## src/rtl/dbus_pkg.sv

```systemverilog
package dbus_pkg;

    localparam int NREG      = 4;
    localparam int REG_SEL_W = $clog2(NREG);
    localparam int OPC_W     = 4;

    localparam logic [OPC_W-1:0] OPC_ADD = 4'b0001;
    localparam logic [OPC_W-1:0] OPC_SUB = 4'b0010;

    typedef enum logic [2:0] {
        BT_ADDR   = 3'd0,
        BT_READ   = 3'd1,
        BT_LOADIR = 3'd2,
        BT_DECODE = 3'd3,
        BT_OPX    = 3'd4,
        BT_OPY    = 3'd5,
        BT_WB     = 3'd6
    } beat_e;

    typedef struct packed {
        logic                 pc_out;
        logic                 dr_out;
        logic                 reg_out;
        logic                 alu_out;
        logic                 gate;
        logic                 ar_in;
        logic                 dr_in;
        logic                 ir_in;
        logic                 x_in;
        logic                 y_in;
        logic                 reg_in;
        logic                 pc_inc;
        logic                 mem_rw;
        logic                 alu_sub;
        logic [REG_SEL_W-1:0] reg_sel;
    } ctl_t;

    localparam int CTL_W = $bits(ctl_t);

    function automatic logic is_alu_op(input logic [OPC_W-1:0] op);
        return (op == OPC_ADD) || (op == OPC_SUB);
    endfunction

    function automatic logic any_driver(input ctl_t c);
        return c.pc_out | c.dr_out | c.reg_out | c.alu_out;
    endfunction

    function automatic logic any_bus_load(input ctl_t c);
        return c.ar_in | c.ir_in | c.x_in | c.y_in | c.reg_in;
    endfunction

endpackage

```

## src/rtl/dbus_sequencer.sv

```systemverilog
module dbus_sequencer
    import dbus_pkg::*;
(
    input  logic                   clk,
    input  logic                   rst,
    input  logic [OPC_W-1:0]       opcode,
    input  logic [REG_SEL_W-1:0]   dst_sel,
    input  logic [REG_SEL_W-1:0]   src_sel,
    output ctl_t                   ctl,
    output beat_e                  beat
);

    beat_e beat_q;
    assign beat = beat_q;

    always_ff @(posedge clk) begin
        if (rst) begin
            beat_q <= BT_ADDR;
        end else begin
            case (beat_q)
                BT_DECODE: beat_q <= is_alu_op(opcode) ? BT_OPX : BT_ADDR;
                BT_WB:     beat_q <= BT_ADDR;
                default:   beat_q <= beat_e'(beat_q + 3'd1);
            endcase
        end
    end

    always_comb begin
        ctl = '0;
        case (beat_q)
            BT_ADDR: begin
                ctl.pc_out = 1'b1;
                ctl.gate   = 1'b1;
                ctl.ar_in  = 1'b1;
            end
            BT_READ: begin
                ctl.mem_rw = 1'b1;
                ctl.dr_in  = 1'b1;
                ctl.pc_inc = 1'b1;
            end
            BT_LOADIR: begin
                ctl.dr_out = 1'b1;
                ctl.gate   = 1'b1;
                ctl.ir_in  = 1'b1;
            end
            BT_OPX: begin
                ctl.reg_out = 1'b1;
                ctl.gate    = 1'b1;
                ctl.x_in    = 1'b1;
                ctl.reg_sel = dst_sel;
            end
            BT_OPY: begin
                ctl.reg_out = 1'b1;
                ctl.gate    = 1'b1;
                ctl.y_in    = 1'b1;
                ctl.reg_sel = src_sel;
            end
            BT_WB: begin
                ctl.alu_out = 1'b1;
                ctl.gate    = 1'b1;
                ctl.reg_in  = 1'b1;
                ctl.alu_sub = (opcode == OPC_SUB);
                ctl.reg_sel = dst_sel;
            end
            default: ctl = '0;
        endcase
    end

    assert_one_driver_R8: assert property (@(posedge clk) disable iff (rst)
        $onehot0({ctl.pc_out, ctl.dr_out, ctl.reg_out, ctl.alu_out}));

    assert_gate_on_transfer_R8: assert property (@(posedge clk) disable iff (rst)
        (any_driver(ctl) && any_bus_load(ctl)) |-> ctl.gate);

    assert_read_beat_only_R10: assert property (@(posedge clk) disable iff (rst)
        ctl.mem_rw |-> (beat_q == BT_READ));

    assert_nonalu_returns_R5: assert property (@(posedge clk) disable iff (rst)
        (beat_q == BT_DECODE && !is_alu_op(opcode)) |=> (beat_q == BT_ADDR));

    assert_wb_then_fetch_R6: assert property (@(posedge clk) disable iff (rst)
        (beat_q == BT_WB) |=> (beat_q == BT_ADDR));

endmodule

```

## src/rtl/dbus_regfile.sv

```systemverilog
module dbus_regfile
    import dbus_pkg::*;
#(
    parameter int             W         = 16,
    parameter logic [W-1:0]   INIT_BASE = '0,
    parameter logic [W-1:0]   INIT_STEP = '0
) (
    input  logic                   clk,
    input  logic                   rst,
    input  logic                   we,
    input  logic [REG_SEL_W-1:0]   wsel,
    input  logic [W-1:0]           wdata,
    input  logic [REG_SEL_W-1:0]   rsel,
    output logic [W-1:0]           rdata,
    output logic [NREG*W-1:0]      flat
);

    logic [W-1:0] regs_q [NREG];

    for (genvar i = 0; i < NREG; i++) begin : g_reg
        localparam logic [W-1:0] RST_VAL = INIT_BASE + INIT_STEP * W'(i);

        always_ff @(posedge clk) begin
            if (rst) begin
                regs_q[i] <= RST_VAL;
            end else if (we && (wsel == REG_SEL_W'(i))) begin
                regs_q[i] <= wdata;
            end
        end

        assign flat[i*W +: W] = regs_q[i];

        assert_untouched_hold_R5: assert property (@(posedge clk) disable iff (rst)
            !(we && (wsel == REG_SEL_W'(i))) |=> $stable(regs_q[i]));
    end

    assign rdata = regs_q[rsel];

endmodule

```

## src/rtl/dbus_datapath.sv

```systemverilog
module dbus_datapath
    import dbus_pkg::*;
#(
    parameter int             W         = 16,
    parameter int             AW        = 8,
    parameter logic [W-1:0]   INIT_BASE = '0,
    parameter logic [W-1:0]   INIT_STEP = '0
) (
    input  logic                   clk,
    input  logic                   rst,
    input  ctl_t                   ctl,
    input  logic [W-1:0]           mem_rdata,
    output logic [AW-1:0]          mem_addr,
    output logic [OPC_W-1:0]       opcode,
    output logic [REG_SEL_W-1:0]   dst_sel,
    output logic [REG_SEL_W-1:0]   src_sel,
    output logic [NREG*W-1:0]      reg_flat
);

    localparam int OPC_LSB = W - OPC_W;
    localparam int DST_LSB = OPC_LSB - REG_SEL_W;
    localparam int SRC_LSB = DST_LSB - REG_SEL_W;

    logic [AW-1:0] pc_q, ar_q;
    logic [W-1:0]  dr_q, ir_q, x_q, y_q;
    logic [W-1:0]  rf_rdata, alu_res;
    logic [W-1:0]  bus_src, bus_dst;

    // source-side bus: exactly one driver selected by the control word
    always_comb begin
        bus_src = '0;
        if (ctl.pc_out)  bus_src = W'(pc_q);
        if (ctl.dr_out)  bus_src = dr_q;
        if (ctl.reg_out) bus_src = rf_rdata;
        if (ctl.alu_out) bus_src = alu_res;
    end

    // gate joining the two buses
    assign bus_dst = ctl.gate ? bus_src : '0;

    assign alu_res = ctl.alu_sub ? (x_q - y_q) : (x_q + y_q);

    always_ff @(posedge clk) begin
        if (rst) begin
            pc_q <= '0;
            ar_q <= '0;
            dr_q <= '0;
            ir_q <= '0;
            x_q  <= '0;
            y_q  <= '0;
        end else begin
            if (ctl.pc_inc) pc_q <= pc_q + AW'(1);
            if (ctl.ar_in)  ar_q <= bus_dst[AW-1:0];
            if (ctl.dr_in)  dr_q <= mem_rdata;
            if (ctl.ir_in)  ir_q <= bus_dst;
            if (ctl.x_in)   x_q  <= bus_dst;
            if (ctl.y_in)   y_q  <= bus_dst;
        end
    end

    dbus_regfile #(
        .W         (W),
        .INIT_BASE (INIT_BASE),
        .INIT_STEP (INIT_STEP)
    ) u_rf (
        .clk   (clk),
        .rst   (rst),
        .we    (ctl.reg_in),
        .wsel  (ctl.reg_sel),
        .wdata (bus_dst),
        .rsel  (ctl.reg_sel),
        .rdata (rf_rdata),
        .flat  (reg_flat)
    );

    assign mem_addr = ar_q;
    assign opcode   = ir_q[OPC_LSB +: OPC_W];
    assign dst_sel  = ir_q[DST_LSB +: REG_SEL_W];
    assign src_sel  = ir_q[SRC_LSB +: REG_SEL_W];

    assert_pc_step_R3: assert property (@(posedge clk) disable iff (rst)
        ctl.pc_inc |=> (pc_q == $past(pc_q) + AW'(1)));

    assert_ar_from_pc_R2: assert property (@(posedge clk) disable iff (rst)
        ctl.ar_in |=> (ar_q == $past(pc_q)));

    assert_dr_from_mem_R3: assert property (@(posedge clk) disable iff (rst)
        ctl.dr_in |=> (dr_q == $past(mem_rdata)));

    assert_ir_from_dr_R4: assert property (@(posedge clk) disable iff (rst)
        ctl.ir_in |=> (ir_q == $past(dr_q)));

    for (genvar i = 0; i < NREG; i++) begin : g_wbchk
        assert_wb_result_R6: assert property (@(posedge clk) disable iff (rst)
            (ctl.reg_in && ctl.reg_sel == REG_SEL_W'(i)) |=>
            (reg_flat[i*W +: W] == ($past(ctl.alu_sub) ? ($past(x_q) - $past(y_q))
                                                       : ($past(x_q) + $past(y_q)))));
    end

endmodule

```

## src/rtl/dbus_core.sv

```systemverilog
module dbus_core
    import dbus_pkg::*;
#(
    parameter int                   WORD_W    = 16,
    parameter int                   ADDR_W    = 8,
    parameter logic [WORD_W-1:0]    INIT_BASE = 16'h1357,
    parameter logic [WORD_W-1:0]    INIT_STEP = 16'h2222
) (
    input  logic                    clk,
    input  logic                    rst,
    input  logic [WORD_W-1:0]       mem_rdata,
    output logic [ADDR_W-1:0]       mem_addr,
    output logic                    mem_rw,
    output logic [CTL_W-1:0]        ctl_word,
    output logic [NREG*WORD_W-1:0]  reg_flat
);

    ctl_t                 ctl;
    beat_e                beat;
    logic [OPC_W-1:0]     opcode;
    logic [REG_SEL_W-1:0] dst_sel, src_sel;

    dbus_sequencer u_seq (
        .clk     (clk),
        .rst     (rst),
        .opcode  (opcode),
        .dst_sel (dst_sel),
        .src_sel (src_sel),
        .ctl     (ctl),
        .beat    (beat)
    );

    dbus_datapath #(
        .W         (WORD_W),
        .AW        (ADDR_W),
        .INIT_BASE (INIT_BASE),
        .INIT_STEP (INIT_STEP)
    ) u_dp (
        .clk       (clk),
        .rst       (rst),
        .ctl       (ctl),
        .mem_rdata (mem_rdata),
        .mem_addr  (mem_addr),
        .opcode    (opcode),
        .dst_sel   (dst_sel),
        .src_sel   (src_sel),
        .reg_flat  (reg_flat)
    );

    assign ctl_word = ctl;
    assign mem_rw   = ctl.mem_rw;

    assert_reset_fetch_R1: assert property (@(posedge clk)
        $fell(rst) |-> (beat == BT_ADDR && mem_addr == '0));

endmodule

```

## config.mk

```make
export PLATFORM = sky130hd
export DESIGN_NAME = dbus_core
export DESIGN_NICKNAME = d
export VERILOG_FILES = /design/src/rtl/dbus_pkg.sv /design/src/rtl/dbus_sequencer.sv /design/src/rtl/dbus_regfile.sv /design/src/rtl/dbus_datapath.sv /design/src/rtl/dbus_core.sv
export SDC_FILE = /design/constraint.sdc
export NUM_CORES = 1
export LEC_CHECK = 0
export BUFFER_PORTS_ARGS = -buffer_cell sky130_fd_sc_hd__clkbuf_2
export CORE_MARGIN = 5
export CORE_UTILIZATION = 30
export CTS_CLUSTER_DIAMETER = 150
export CTS_CLUSTER_SIZE = 16
export DETAILED_ROUTE_END_ITERATION = 6
export SYNTH_ARGS = -nofsm -noshare
export SYNTH_HDL_FRONTEND = slang
export SYNTH_HIERARCHICAL = 1
export SYNTH_SLANG_ARGS = --single-unit
```

## constraint.sdc

```tcl
create_clock -name clk -period 6.2 [get_ports clk]
set_input_delay 0.31 -clock clk [delete_from_list [all_inputs] [get_ports clk]]
set_output_delay 0.31 -clock clk [all_outputs]
set_load 0.005 [all_outputs]
```

**After elaboration in Yosys (flattened, before gate mapping)**

Memories as Yosys holds them, arrays and structs flattened.
Cells that the tools add are included.

- Add/sub/neg operators: 4
- Equality and inequality tests: 11
- Muxes and demuxes: 37
- Bitwise gates (word level): 4
- Reductions and logical operators: 10

Operator list:

| kind | number |
|---|---|
| 16-bit 2-to-1 mux | 9 |
| 1-bit 2-to-1 mux | 23 |
| 16-bit adder | 1 |
| 16-bit subtractor | 1 |
| 3-bit == test (second input constant) | 3 |
| 8-bit by 1-bit adder with 8-bit output (second input constant) | 1 |
| 8-bit 2-to-1 mux | 1 |
| 3-bit by 2-bit == test with 1-bit output (second input constant) | 2 |
| 3-bit one-hot mux with 2 select lines | 1 |
| 5-bit OR reduction | 1 |
| 2-bit == test (second input constant) | 2 |
| 4-bit by 1-bit == test with 1-bit output (second input constant) | 1 |
| 4-bit by 2-bit == test with 1-bit output (second input constant) | 1 |
| 1-bit logical AND | 4 |
| 1-bit OR | 4 |
| 2-bit one-hot mux with 2 select lines | 1 |
| 2-bit OR reduction | 2 |
| 3-bit by 1-bit adder with 3-bit output (second input constant) | 1 |
| 3-bit by 1-bit == test with 1-bit output (second input constant) | 1 |
| 3-bit logical NOT | 1 |
| 3-bit 2-to-1 mux | 1 |
| 2-bit by 1-bit == test with 1-bit output (second input constant) | 1 |
| 2-bit logical NOT | 1 |
| 2-bit 2-to-1 mux | 1 |
| 1-bit logical OR | 1 |

- Register bits after elaboration: 83
- Memory bits (writable): 64
- Memories: 1

Memory list:

| memory | depth | width | read ports | clocked after memory_dff | wr ports | RTL line | text |
|---|---|---|---|---|---|---|---|
| u_dp.u_rf.regs_q | 4 | 16 | 5 | 0 | 4 | dbus_regfile.sv:18 | `logic [W-1:0] regs_q [NREG];` |

**Longest topological paths before layout**

Gate-level depths: netlist of run 1.

- Word-level depth: 9
- Mapped depth: 18
- Mapped depth without buffers: 17

**Cells and area by module**

The synthesis of run 1 kept the hierarchy.

Modules (own cells, without submodules):

| module | instances | cells each | area each (sq um) | sequential area each (sq um) |
|---|---|---|---|---|
| dbus_datapath | 1 | 525 | 4287.9 | 1441.4 |
| dbus_regfile | 1 | 176 | 2909.0 | 1921.8 |
| dbus_sequencer | 1 | 39 | 344.1 | 60.1 |
| dbus_core | 1 | 1 | 7.5 | 0.0 |

**Worst setup path after synthesis of run 1**

OpenSTA, ideal clock, no wires.

- Kind: register to register
- Start: reg u_seq.beat_q[0] (netlist: u_seq/beat[0])
- End: mem u_dp.u_rf.regs_q[0][8], data pin
- Library setup time: 267 ps
- Arrival time: 3394 ps
- Data required time: 5933 ps
- Slack: 2539 ps
- Cell stages (with the launch flop): 18
- Cell sequence: dfxtp_1 -> inv_1 -> ha_1 -> and2_2 -> and4b_1 -> clkbuf_1 -> a21oi_1 -> xnor2_1 -> ha_1 -> a21o_2 -> a21oi_1 -> nand2_1 -> a31oi_1 -> xnor2_1 -> a21oi_2 -> nor2b_1 -> nor3b_1 -> nand2_1

RTL lines:

| element | RTL line | text |
|---|---|---|
| from (decl) | dbus_sequencer.sv:13 | `beat_e beat_q;` |
| from (signal assigned) | dbus_sequencer.sv:21 | `BT_DECODE: beat_q <= is_alu_op(opcode) ? BT_OPX : BT_ADDR;` |
| from (signal assigned) | dbus_sequencer.sv:23 | `default: beat_q <= beat_e'(beat_q + 3'd1);` |
| to (decl) | dbus_regfile.sv:18 |  |

==> summary.md, run 1 <==
| Metric | Value |
|---|---|
| Synthesis-to-finish area growth | 16.9% |
| Post-route insts no fill | 1165 |
| Clock-pin slew on the worst setup and hold paths | 0.06 ns |
| Class of the worst hold path | primary input to register |
| Number of endpoints failing setup at the final stage | 0 |
| Gr usage total | 15.4% |
| Cell taking the most area after synthesis | sky130_fd_sc_hd__edfxtp_1 |
| Endpoint arrival time on the critical path | 5.16 ns |
| Clock latency of the later-clocked register in the worst-skew pair | 0.43 ns |
| WL/cell | 19.1 um |
| Switching power total | 0.000635 W |
| Setup Total Neg Slack | 0 ns |
| Total die area | 28400 um^2 |
| Hold Violations, Final | 0 |
| Clock power frac | 42.3% |
| Share of synthesized flip-flops with an asynchronous set or reset | 0% |
| Comb pwr share | 13.8% |
| Total detailed-routing wirelength | 22200 um |
| Slew of the pin with the lowest slew margin | 0.956 ns |
| Overall die height | 169 um |
| Final WS setup | 1.20 ns |
| CTS HTree Levels | 4 |
| Weighted congestion at the end of routability-driven global placement | 0.895 |
| Initial cell density of the core | 30.2% |
| Clock buffer depth | 2 |
| Hold_buf cts | 0 |
| Iteration-0 DRC Markers | 562 |
| Top fanout value on the critical path | 44 |
| Critical Path RT | 6.36 ns |
| Avg Cell Area, Syn | 10.2 um^2 |
| Endpoint of the worst setup timing path | u_dp/u_rf/regs_q[0][12] |
| Proportion of layout cells with a drive suffix above 1 | 22.0% |
| I/O Buffers | 106 |
| Worst r2r dst | u_dp/u_rf/regs_q[0][12] |
| Vias per cell | 5.04 |
| Post-route ant nets | 0 |
| Share of the core filled with cells in the final layout | 35.3% |
| Worst setup path startpoint | u_seq/beat[0] |
| Die W | 169 um |
| DRC violations left | 0 |
| Worst IR drop on VDD | 0.157 mV |
| Worst reg2reg path depth | 15 |
| Detailed Routing Iterations Pass 1 | 5 |
| Num CTS Buffers | 17 |
| Number of top-level pins | 107 |
| Top FF cell, synth | sky130_fd_sc_hd__dfxtp_1 |
| Type of destination of the critical path | register |
| Synthesis-stage register bit count | 139 |
| Cell Int Power | 0.00165 W |
| Critical path start-end classification | register to register |
| Setup slack of the most critical reg-to-reg path | 1.20 ns |
| Levels on crit path | 15 |
| Switching Fraction | 27.8% |
| Worst clock skew on the final layout | 0.00630 ns |
| Worst-path cell with the longest stage delay | sky130_fd_sc_hd__and2_2 |
| Global-route wire length before repair | 34000 um |
| Power density cells | 259 nW/um^2 |
| Cell repeated most along the worst path | sky130_fd_sc_hd__inv_1 |
| Total number of placement rows | 58 |
| Post-CTS Setup Bufs | 0 |
| Placed cell count | 1133 |
| Cells traversed along the worst timing path | inv_1, ha_1, and2_2, and4b_1, mux2_2, fa_1, nor2b_1, o2111ai_1, a21oi_1, o21bai_1, mux2i_1, nor2_1, inv_1, nor3b_1, nand2_1 |
| Worst path buffer plus inverter count | 2 |
| Number of vias in the routed layout | 5872 |
| Fin nets | 863 |
| Share of Yosys cell area claimed by the top area cell type | 25.5% |
| Yosys warning count | 6 |
| Peak Freq | 200 MHz |
| Clock Tree Root | sky130_fd_sc_hd__clkbuf_16 |
| Antenna violations before repair | 0 |
| Setup repair after global routing missed its margin | no |
| Status | finished, final reports clean |
| Synth area leaders | sky130_fd_sc_hd__edfxtp_1, sky130_fd_sc_hd__dfxtp_1, sky130_fd_sc_hd__mux2i_1 |
| Detail Placement HPWL | 15800 um |
| Seq pwr share | 43.9% |
| Total standard cell area after synthesis | 7550 um^2 |
| GR Overflow Total | 0 |
| Number of max-slew violations in the final report | 0 |
| Final critical-path share of the clock period | 80.6% |
| Number of max-cap violations | 0 |
| Category of the worst setup path launch point | register |
| Static leakage power | 3.19 nW |
| Final critical delay including setup and external delays | 5.00 ns |
| Number of global-route vias before repair | 5644 |
| Relative slew slack | 36.3% |
| Slowest cell delay on critical path | 0.72 ns |
| TritonCTS sink count | 139 |
| Unique cell type count in the Yosys netlist | 73 |
| Clock tree from TritonCTS | built |
| Synth Net Count | 782 |
| Placeable core region | 25000 um^2 |
| Critical path's top delay family | simple AND/OR/NAND/NOR gates |
| Maximum number of pins on one net before global-route repair | 80 |
| FF-to-FF Start | u_seq/beat[0] |
| Number of enable flip-flop cells after synthesis | 64 |
| Post-synthesis cell count | 741 |
| Diode count | 0 |
| Setup WS pre-CTS | 1.29 ns |
| Seq/Total Area, Yosys | 45.4% |
| Number of gates resized after CTS | 0 |
-- cell usage after synthesis, drive strengths merged (9+ instances only) --
master,n
nand2,53
nor2,92
nand3b,11
ha,22
buf,25
mux4,16
o32ai,9
nor3,11
a21oi,43
edfxtp,64
xnor2,21
clkbuf,22
inv,34
nor2b,18
mux2i,41
nand2b,32
dfxtp,75
o21ai,23
and2,28
-- per-stage QoR --
stage / cell area [um^2] / total power, W / hold WS [ns]
floorplan: 7550 / 0.00125 / 0.380
detailed placement: 8270 / 0.00134 / 0.468
global route: 8820 / 0.00237 / 0.121
CTS: 8820 / 0.00230 / 0.106
global placement: 8270 / 0.00134 / 0.464
finish: 8820 / 0.00229 / 0.121
-- per-layer routing --
layer / wire, um / up-vias / part of all wire, % / global-route usage (%)
met2: 10200 / 195 / 46 / 24.4
met1: 10500 / 2870 / 47 / 22.0
met4: 191 / 0 / 0.86 / 3.39
met3: 1350 / 16 / 6.1 / 3.06
met5: 0 / - / 0 / 0
li1: - / 2791 / - / -
-- final cells by class --
class,instances,area (um^2)
clock inverters,15,126
multi-input cells,521,3760
flip-flops and latches,139,3420
well taps,330,413
clock buffers,17,425
inverters,34,128
fillers,2543,16100
repair buffers,109,553
-- placed cells by master, fill, tap and decap left out, drive strengths merged, types with 22 or more instances in the layout --
master	n
edfxtp	64
dfxtp	75
inv	36
nand2	53
ha	22
o21ai	23
clkbuf	122
mux2i	41
nor2	92
a21oi	43
and2	28
nand2b	32
-- registers in the layout, indices dropped and copies added (netlist names) --
signal,cells
u_dp/u_rf/regs_q,64
u_dp/pc_q,8
u_dp/ir_q,8
u_dp/dr_q,16
u_dp/x_q,16
u_seq/beat,3
u_dp/mem_addr,8
u_dp/y_q,16
-- logic make-up (layout without fill, tap and decap cells) --
family                     after synthesis  count (layout)  share of synthesized area (%)
AOI/OAI and AO/OA                      126             126                           11.4
muxes                                   60              60                           11.0
and+or+nand+nor                        283             283                           20.0
DFF                                    139             139                           45.4
adders and majority gates               23              23                           3.91
xor gates and xnor gates                29              29                           3.36
buffers and inverters                   81             175                           5.02
-- worst min-delay path, stage by stage --
cell and delay, ns:
sky130_fd_sc_hd__clkbuf_2 0.07, sky130_fd_sc_hd__mux2i_1 0.05, sky130_fd_sc_hd__nor2_1 0.07
-- power groups by stage --
stage	Clock (W)	Combinational (W)	Sequential (W)
after floorplan	0	0.000228	0.00102
after global placement	0	0.000313	0.00102
after detailed placement	0	0.000314	0.00102
after CTS	0.000980	0.000315	0.00100
after global routing	0.00102	0.000345	0.00101
final	0.000968	0.000315	0.00100
-- worst min-delay path by stage --
stage / from / to / cells past startpoint
final: mem_rdata[6] / u_dp/dr_q[6] / 3
after floorplan: rst / u_seq/beat[1] / 1
after CTS: mem_rdata[14] / u_dp/dr_q[14] / 3
after global routing: mem_rdata[6] / u_dp/dr_q[6] / 3
after global placement: u_dp/ir_q[14] / u_dp/ir_q[14] / 2
after detailed placement: u_dp/ir_q[14] / u_dp/ir_q[14] / 2
Note: power is estimated with default switching activity, not from simulation.
==> inputs of run 2 (changes only) <==
==> constraint.sdc (replaced) <==
create_clock -name clk -period 4.4 [get_ports clk]
set_input_delay 0.22 -clock clk [delete_from_list [all_inputs] [get_ports clk]]
set_output_delay 0.22 -clock clk [all_outputs]
set_load 0.005 [all_outputs]
==> summary.md, run 2 (synthesis results as in run 1) <==
| Metric | Value |
|---|---|
| Clock-pin slew on the worst setup and hold paths | 0.06 ns (about the same) |
| Total detailed-routing wirelength | 22000 um (-1.1%) |
| Commonest cells after routing, fill and taps aside | sky130_fd_sc_hd__clkbuf_2, sky130_fd_sc_hd__nor2_1, sky130_fd_sc_hd__dfxtp_1 |
| Critical path's top delay family | simple AND/OR/NAND/NOR gates |
| Post-route ant nets | 0 (unchanged) |
| Gr usage total | 15.3% (-0.18 points) |
| Number of stages on the worst hold path | 3 (unchanged) |
| Cell repeated most along the worst path | sky130_fd_sc_hd__inv_1 |
| Endpoint arrival time on the critical path | 4.26 ns (-0.90 ns) |
| Worst r2r dst | u_dp/u_rf/regs_q[1][12] |
| Placeable core region | 25000 um^2 (unchanged) |
| FF-to-FF Start | u_seq/beat[0] |
| Number of fill cells | 2542 (-0.039%) |
| Global-route wire length before repair | 33900 um (-0.26%) |
| Setup Total Neg Slack | 0 ns (unchanged) |
| Number of global-route vias before repair | 5653 (+0.16%) |
| Category of the worst setup path launch point | register |
| Register ranked first by flip-flop count | u_dp/u_rf/regs_q |
| Destination of the worst hold path | u_dp/dr_q[4] |
| Most common library cell in the layout ignoring fill and taps | sky130_fd_sc_hd__clkbuf_2 |
| Tot Pwr | 0.00344 W (+51%) |
| Max reg flops | 64 (unchanged) |
| Post-CTS Setup Bufs | 0 (unchanged) |
| Total number of placement rows | 58 (unchanged) |
| Die W | 169 um (unchanged) |
| Power density cells | 383 nW/um^2 (+48%) |
| GR Overflow Total | 0 (unchanged) |
| Number of max-slew violations in the final report | 0 (unchanged) |
| Hold_buf cts | 0 (unchanged) |
| Cells traversed along the worst timing path | inv_1, ha_1, and2_2, and4b_1, mux2_2, fa_1, nor2b_1, o2111ai_1, a21oi_1, o21bai_1, mux2i_1, nor2_1, inv_1, nor3b_1, nand2_1 |
| Maximum number of pins on one net before global-route repair | 87 (+8.8%) |
| WL/cell | 18.8 um (-1.7%) |
| Static leakage power | 3.28 nW (+2.8%) |
| Setup repair after global routing missed its margin | no |
| Iteration-0 DRC Markers | 483 (-14%) |
| DRC violations left | 0 (unchanged) |
| Number of vias in the routed layout | 5942 (+1.2%) |
| Top fanout value on the critical path | 5 (-89%) |
| Initial cell density of the core | 30.2% (unchanged) |
| Clock tree from TritonCTS | built |
| Worst IR drop on VDD | 0.229 mV (+46%) |
| Proportion of layout cells with a drive suffix above 1 | 22.7% (+0.65 points) |
| Total die area | 28400 um^2 (unchanged) |
| I/O Buffers | 106 (unchanged) |
| Final critical-path share of the clock period | 93.6% (+13 points) |
| Relative slew slack | 42.5% (+6.2 points) |
| Detail Placement HPWL | 15800 um (about the same) |
| Class of the worst hold path | primary input to register |
| Fin nets | 870 (+0.81%) |
| Clock buffer depth | 2 (unchanged) |
| Type of destination of the critical path | register |
| Worst reg2reg path depth | 15 (unchanged) |
| Number of endpoints failing setup at the final stage | 0 (unchanged) |
| TritonCTS sink count | 139 (unchanged) |
| Final critical delay including setup and external delays | 4.12 ns (-0.881 ns) |
| Worst-path cell with the longest stage delay | sky130_fd_sc_hd__fa_1 |
| Slew of the pin with the lowest slew margin | 0.863 ns (-0.0926 ns) |
| Worst hold start | mem_rdata[4] |
| Vias per cell | 5.07 (+0.50%) |
| Critical path start-end classification | register to register |
| Overall die height | 169 um (unchanged) |
| CTS HTree Levels | 4 (unchanged) |
| Antenna violations before repair | 0 (unchanged) |
| Hold Violations, Final | 0 (unchanged) |
| Weighted congestion at the end of routability-driven global placement | 0.884 (-1.2%) |
| Num CTS Buffers | 17 (unchanged) |
| Number of top-level pins | 107 (unchanged) |
| Worst clock skew on the final layout | 0.0135 ns (+0.00723 ns) |
| Area occupied by multi-input gates | 3760 um^2 (unchanged) |
| Area taken by flip-flops and latches | 3420 um^2 (unchanged) |
| Worst path buffer plus inverter count | 2 (unchanged) |
| Clock latency of the later-clocked register in the worst-skew pair | 0.43 ns (about the same) |
| Critical Path RT | 4.55 ns (-1.81 ns) |
| Setup slack of the most critical reg-to-reg path | 0.28 ns (-0.92 ns) |
| Status | finished, final reports clean |
| Slowest cell delay on critical path | 0.44 ns (-0.28 ns) |
| Number of max-cap violations | 0 (unchanged) |
| Number of gates resized after CTS | 0 (unchanged) |
| Detailed Routing Iterations Pass 1 | 5 (unchanged) |
| Synthesis-to-finish area growth | 19.0% |
| Peak Freq | 243 MHz (+21%) |
| Clock Tree Root | sky130_fd_sc_hd__clkbuf_16 |
run 2: where the power goes:
group	switching [W]	total (W)	leakage, nW	internal [W]
clock network	0.000568	0.00157	0.305	0.00100
registers	0.0000278	0.00142	1.13	0.00139
logic	0.000281	0.000455	1.84	0.000174
run 2: worst max path at each step:
stage,from,end,slack (ns),depth (start not counted)
floorplan,u_seq/beat[0],u_dp/u_rf/regs_q[0][8],0.74,17
finish,u_seq/beat[0],u_dp/u_rf/regs_q[1][12],0.28,15
CTS,u_seq/beat[0],u_dp/u_rf/regs_q[1][12],0.35,15
detailed placement,u_seq/beat[0],u_dp/u_rf/regs_q[3][12],0.43,15
global placement,u_seq/beat[0],u_dp/u_rf/regs_q[0][12],0.48,15
global route,u_seq/beat[0],u_dp/u_rf/regs_q[1][12],0.03,15
run 2: layout make-up:
class,count,share of cell area [%]
Sequential cell,139,38.1
Timing Repair Buffer,116,6.88
Multi-Input combinational cell,521,41.8
Antenna cell,1,0.0278
Clock buffer,17,4.73
Clock inverter,15,2.45
Inverter,34,1.42
Tap cell,330,4.59
run 2: through the flow:
stage	cells	setup slack [ns]	hold slack [ns]	utilization, %	area (um^2)
global route	1172	0.0342	0.0337	36.0	8980
CTS	1172	0.348	0.0200	36.0	8980
floorplan	741	0.739	0.290	-	7550
global placement	1140	0.485	0.457	33.4	8340
finish	1173	0.283	0.0408	36.0	8990
detailed placement	1140	0.426	0.466	33.4	8340
run 2: worst register-to-register path, delay by kind of cell (launching register included):
kind	cells	cell delay, ns
buffers and inverters	2	0.21
AND/OR/NAND/NOR	6	1.49
AO/OA/AOI/OAI	3	0.63
flip-flops	1	0.34
multiplexers	2	0.55
adder cells (fa/ha/maj)	2	0.63
run 2: routing by layer:
| layer | global-route usage (%) | part of all wire (%) | vias up | routed length (um) |
|---|---|---|---|---|
| met5 | 0 | 0 | - | 0 |
| met4 | 3.18 | 0.80 | 0 | 176 |
| met3 | 3.11 | 6.5 | 20 | 1420 |
| met1 | 21.8 | 47 | 2914 | 10300 |
| li1 | - | - | 2803 | - |
| met2 | 24.0 | 46 | 205 | 10100 |
==> inputs of run 3 (changes only) <==
--- a/config.mk
+++ b/config.mk
@@ -11,6 +11,7 @@
 export CTS_CLUSTER_DIAMETER = 150
 export CTS_CLUSTER_SIZE = 16
 export DETAILED_ROUTE_END_ITERATION = 6
+export RECOVER_POWER = 100
 export SYNTH_ARGS = -nofsm -noshare
 export SYNTH_HDL_FRONTEND = slang
 export SYNTH_HIERARCHICAL = 1
==> summary.md, run 3 (synthesis results as in run 1) <==
| Metric | Value |
|---|---|
| Status | finished, final reports clean |
| Max reg flops | 64 (unchanged) |
| Endpoint arrival time on the critical path | 4.40 ns (+0.14 ns) |
| Number of fill cells | 2589 (+1.8%) |
| Number of vias in the routed layout | 5923 (-0.32%) |
| Final critical-path share of the clock period | 93.4% (-0.21 points) |
| Clock-pin slew on the worst setup and hold paths | 0.06 ns (about the same) |
| Area taken by flip-flops and latches | 3420 um^2 (unchanged) |
| Fin nets | 870 (unchanged) |
| Type of destination of the critical path | register |
| Initial cell density of the core | 30.2% (unchanged) |
| Iteration-0 DRC Markers | 505 (+4.6%) |
| Detailed Routing Iterations Pass 1 | 5 (unchanged) |
| Placed cell count | 1140 (unchanged) |
| Clock buffer depth | 2 (unchanged) |
| Placed Area | 8340 um^2 (unchanged) |
| Synthesis-to-finish area growth | 17.2% |
| Total die area | 28400 um^2 (unchanged) |
| Critical Path RT | 4.69 ns (+0.14 ns) |
| Number of top-level pins | 107 (unchanged) |
| Gr usage total | 15.3% (unchanged) |
| Maximum number of pins on one net before global-route repair | 87 (unchanged) |
| Most common library cell in the layout ignoring fill and taps | sky130_fd_sc_hd__nor2_1 |
| Setup repair after global routing missed its margin | no |
| Post-route insts no fill | 1173 (unchanged) |
| WL/cell | 18.8 um (+0.27%) |
| Worst hold margin | 0.0439 ns (+0.00308 ns) |
| Antenna violations before repair | 0 (unchanged) |
| Clock latency of the later-clocked register in the worst-skew pair | 0.42 ns (about the same) |
| Post-CTS Setup Bufs | 0 (unchanged) |
| Worst IR drop on VDD | 0.229 mV (about the same) |
| Clock Tree Root | sky130_fd_sc_hd__clkbuf_16 |
| TritonCTS sink count | 139 (unchanged) |
| Number of global-route vias before repair | 5653 (unchanged) |
| GR Overflow Total | 0 (unchanged) |
| Hold_buf cts | 0 (unchanged) |
| Area occupied by multi-input gates | 3700 um^2 (-1.6%) |
| Critical path start-end classification | register to register |
| Proportion of layout cells with a drive suffix above 1 | 14.1% (-8.6 points) |
| Static leakage power | 3.09 nW (-5.8%) |
| Register ranked first by flip-flop count | u_dp/u_rf/regs_q |
| Category of the worst setup path launch point | register |
| Peak Freq | 243 MHz (+0.23%) |
| Die W | 169 um (unchanged) |
| Share of the core filled with cells in the final layout | 35.5% (-0.55 points) |
| Power density cells | 387 nW/um^2 (+0.89%) |
| Relative slew slack | 12.1% (-30 points) |
| DRC violations left | 0 (unchanged) |
| Total number of placement rows | 58 (unchanged) |
| Commonest cells after routing, fill and taps aside | sky130_fd_sc_hd__nor2_1, sky130_fd_sc_hd__dfxtp_1, sky130_fd_sc_hd__edfxtp_1 |
| I/O Buffers | 106 (unchanged) |
| Global-route wire length before repair | 33900 um (unchanged) |
| Weighted congestion at the end of routability-driven global placement | 0.884 (unchanged) |
| Setup Total Neg Slack | 0 ns (unchanged) |
| Final critical delay including setup and external delays | 4.11 ns (-0.00936 ns) |
| Worst clock skew on the final layout | 0.00876 ns (-0.00477 ns) |
| Clock tree from TritonCTS | built |
| Number of endpoints failing setup at the final stage | 0 (unchanged) |
| Slew of the pin with the lowest slew margin | 1.32 ns (+0.455 ns) |
| Total detailed-routing wirelength | 22100 um (+0.27%) |
| Detail Placement HPWL | 15800 um (unchanged) |
| CTS HTree Levels | 4 (unchanged) |
| Number of gates resized after CTS | 0 (unchanged) |
| Number of max-slew violations in the final report | 0 (unchanged) |
| Placeable core region | 25000 um^2 (unchanged) |
| Overall die height | 169 um (unchanged) |
| Vias per cell | 5.05 (-0.32%) |
| Class of the worst hold path | primary input to register |
| Cell area after layout | 8850 um^2 (-1.5%) |
| Number of max-cap violations | 0 (unchanged) |
| Post-route ant nets | 0 (unchanged) |
| Top fanout value on the critical path | 12 (+7) |
| Num CTS Buffers | 17 (unchanged) |
| Hold Violations, Final | 0 (unchanged) |
## run 3: final timing paths
path	end	depth (start not counted)	from	slack (ns)
hold / removal	u_dp/dr_q[4]	3	mem_rdata[4]	0.04
setup / recovery	u_dp/u_rf/regs_q[2][13]	16	u_seq/beat[0]	0.29
setup reg to reg	u_dp/u_rf/regs_q[2][13]	16	u_seq/beat[0]	0.29
hold reg to reg	u_dp/mem_addr[6]	2	u_dp/mem_addr[6]	0.48
## run 3: layout make-up
cell class	instances	area share, %
sequential	139	38.7
inverter	34	1.44
multi-input combinational	521	41.8
antenna	1	0.0283
clock buffer	17	4.81
timing repair buffer	116	6.12
clock inverter	15	2.49
tap	330	4.67
## run 3: critical path, stage by stage (launching register included)
cell and delay [ns]:
sky130_fd_sc_hd__dfxtp_1 0.39, sky130_fd_sc_hd__inv_1 0.11, sky130_fd_sc_hd__ha_1 0.22, sky130_fd_sc_hd__and2_2 0.20
sky130_fd_sc_hd__and4b_1 0.27, sky130_fd_sc_hd__buf_4 0.22, sky130_fd_sc_hd__a21oi_1 0.15, sky130_fd_sc_hd__xnor2_1 0.14
sky130_fd_sc_hd__ha_1 0.33, sky130_fd_sc_hd__a21oi_1 0.27, sky130_fd_sc_hd__nand2_1 0.08, sky130_fd_sc_hd__a21oi_1 0.17
sky130_fd_sc_hd__o21ai_0 0.19, sky130_fd_sc_hd__a221oi_1 0.37, sky130_fd_sc_hd__mux2_1 0.45, sky130_fd_sc_hd__a21boi_1 0.26
sky130_fd_sc_hd__and2_1 0.16
## run 3: through the flow
step	setup WS, ns	total power (W)
detailed placement	0.426	0.00190
global placement	0.485	0.00190
global route	0.0177	0.00355
CTS	0.348	0.00347
floorplan	0.739	0.00176
finish	0.292	0.00342
## run 3: per-layer routing
metal	wire length [um]	GRT usage [%]	vias up
li1	-	-	2795
met1	10400	21.8	2909
met2	9960	24.0	202
met3	1400	3.11	17
met4	258	3.18	0
met5	0	0	-
## run 3: power by group
group          leakage (nW)  total [W]  internal [W]  switching [W]
clock network         0.305    0.00157       0.00100       0.000562
logic                  1.65   0.000439      0.000163       0.000277
registers              1.13    0.00142       0.00139      0.0000276
total                  3.09    0.00342       0.00256       0.000866
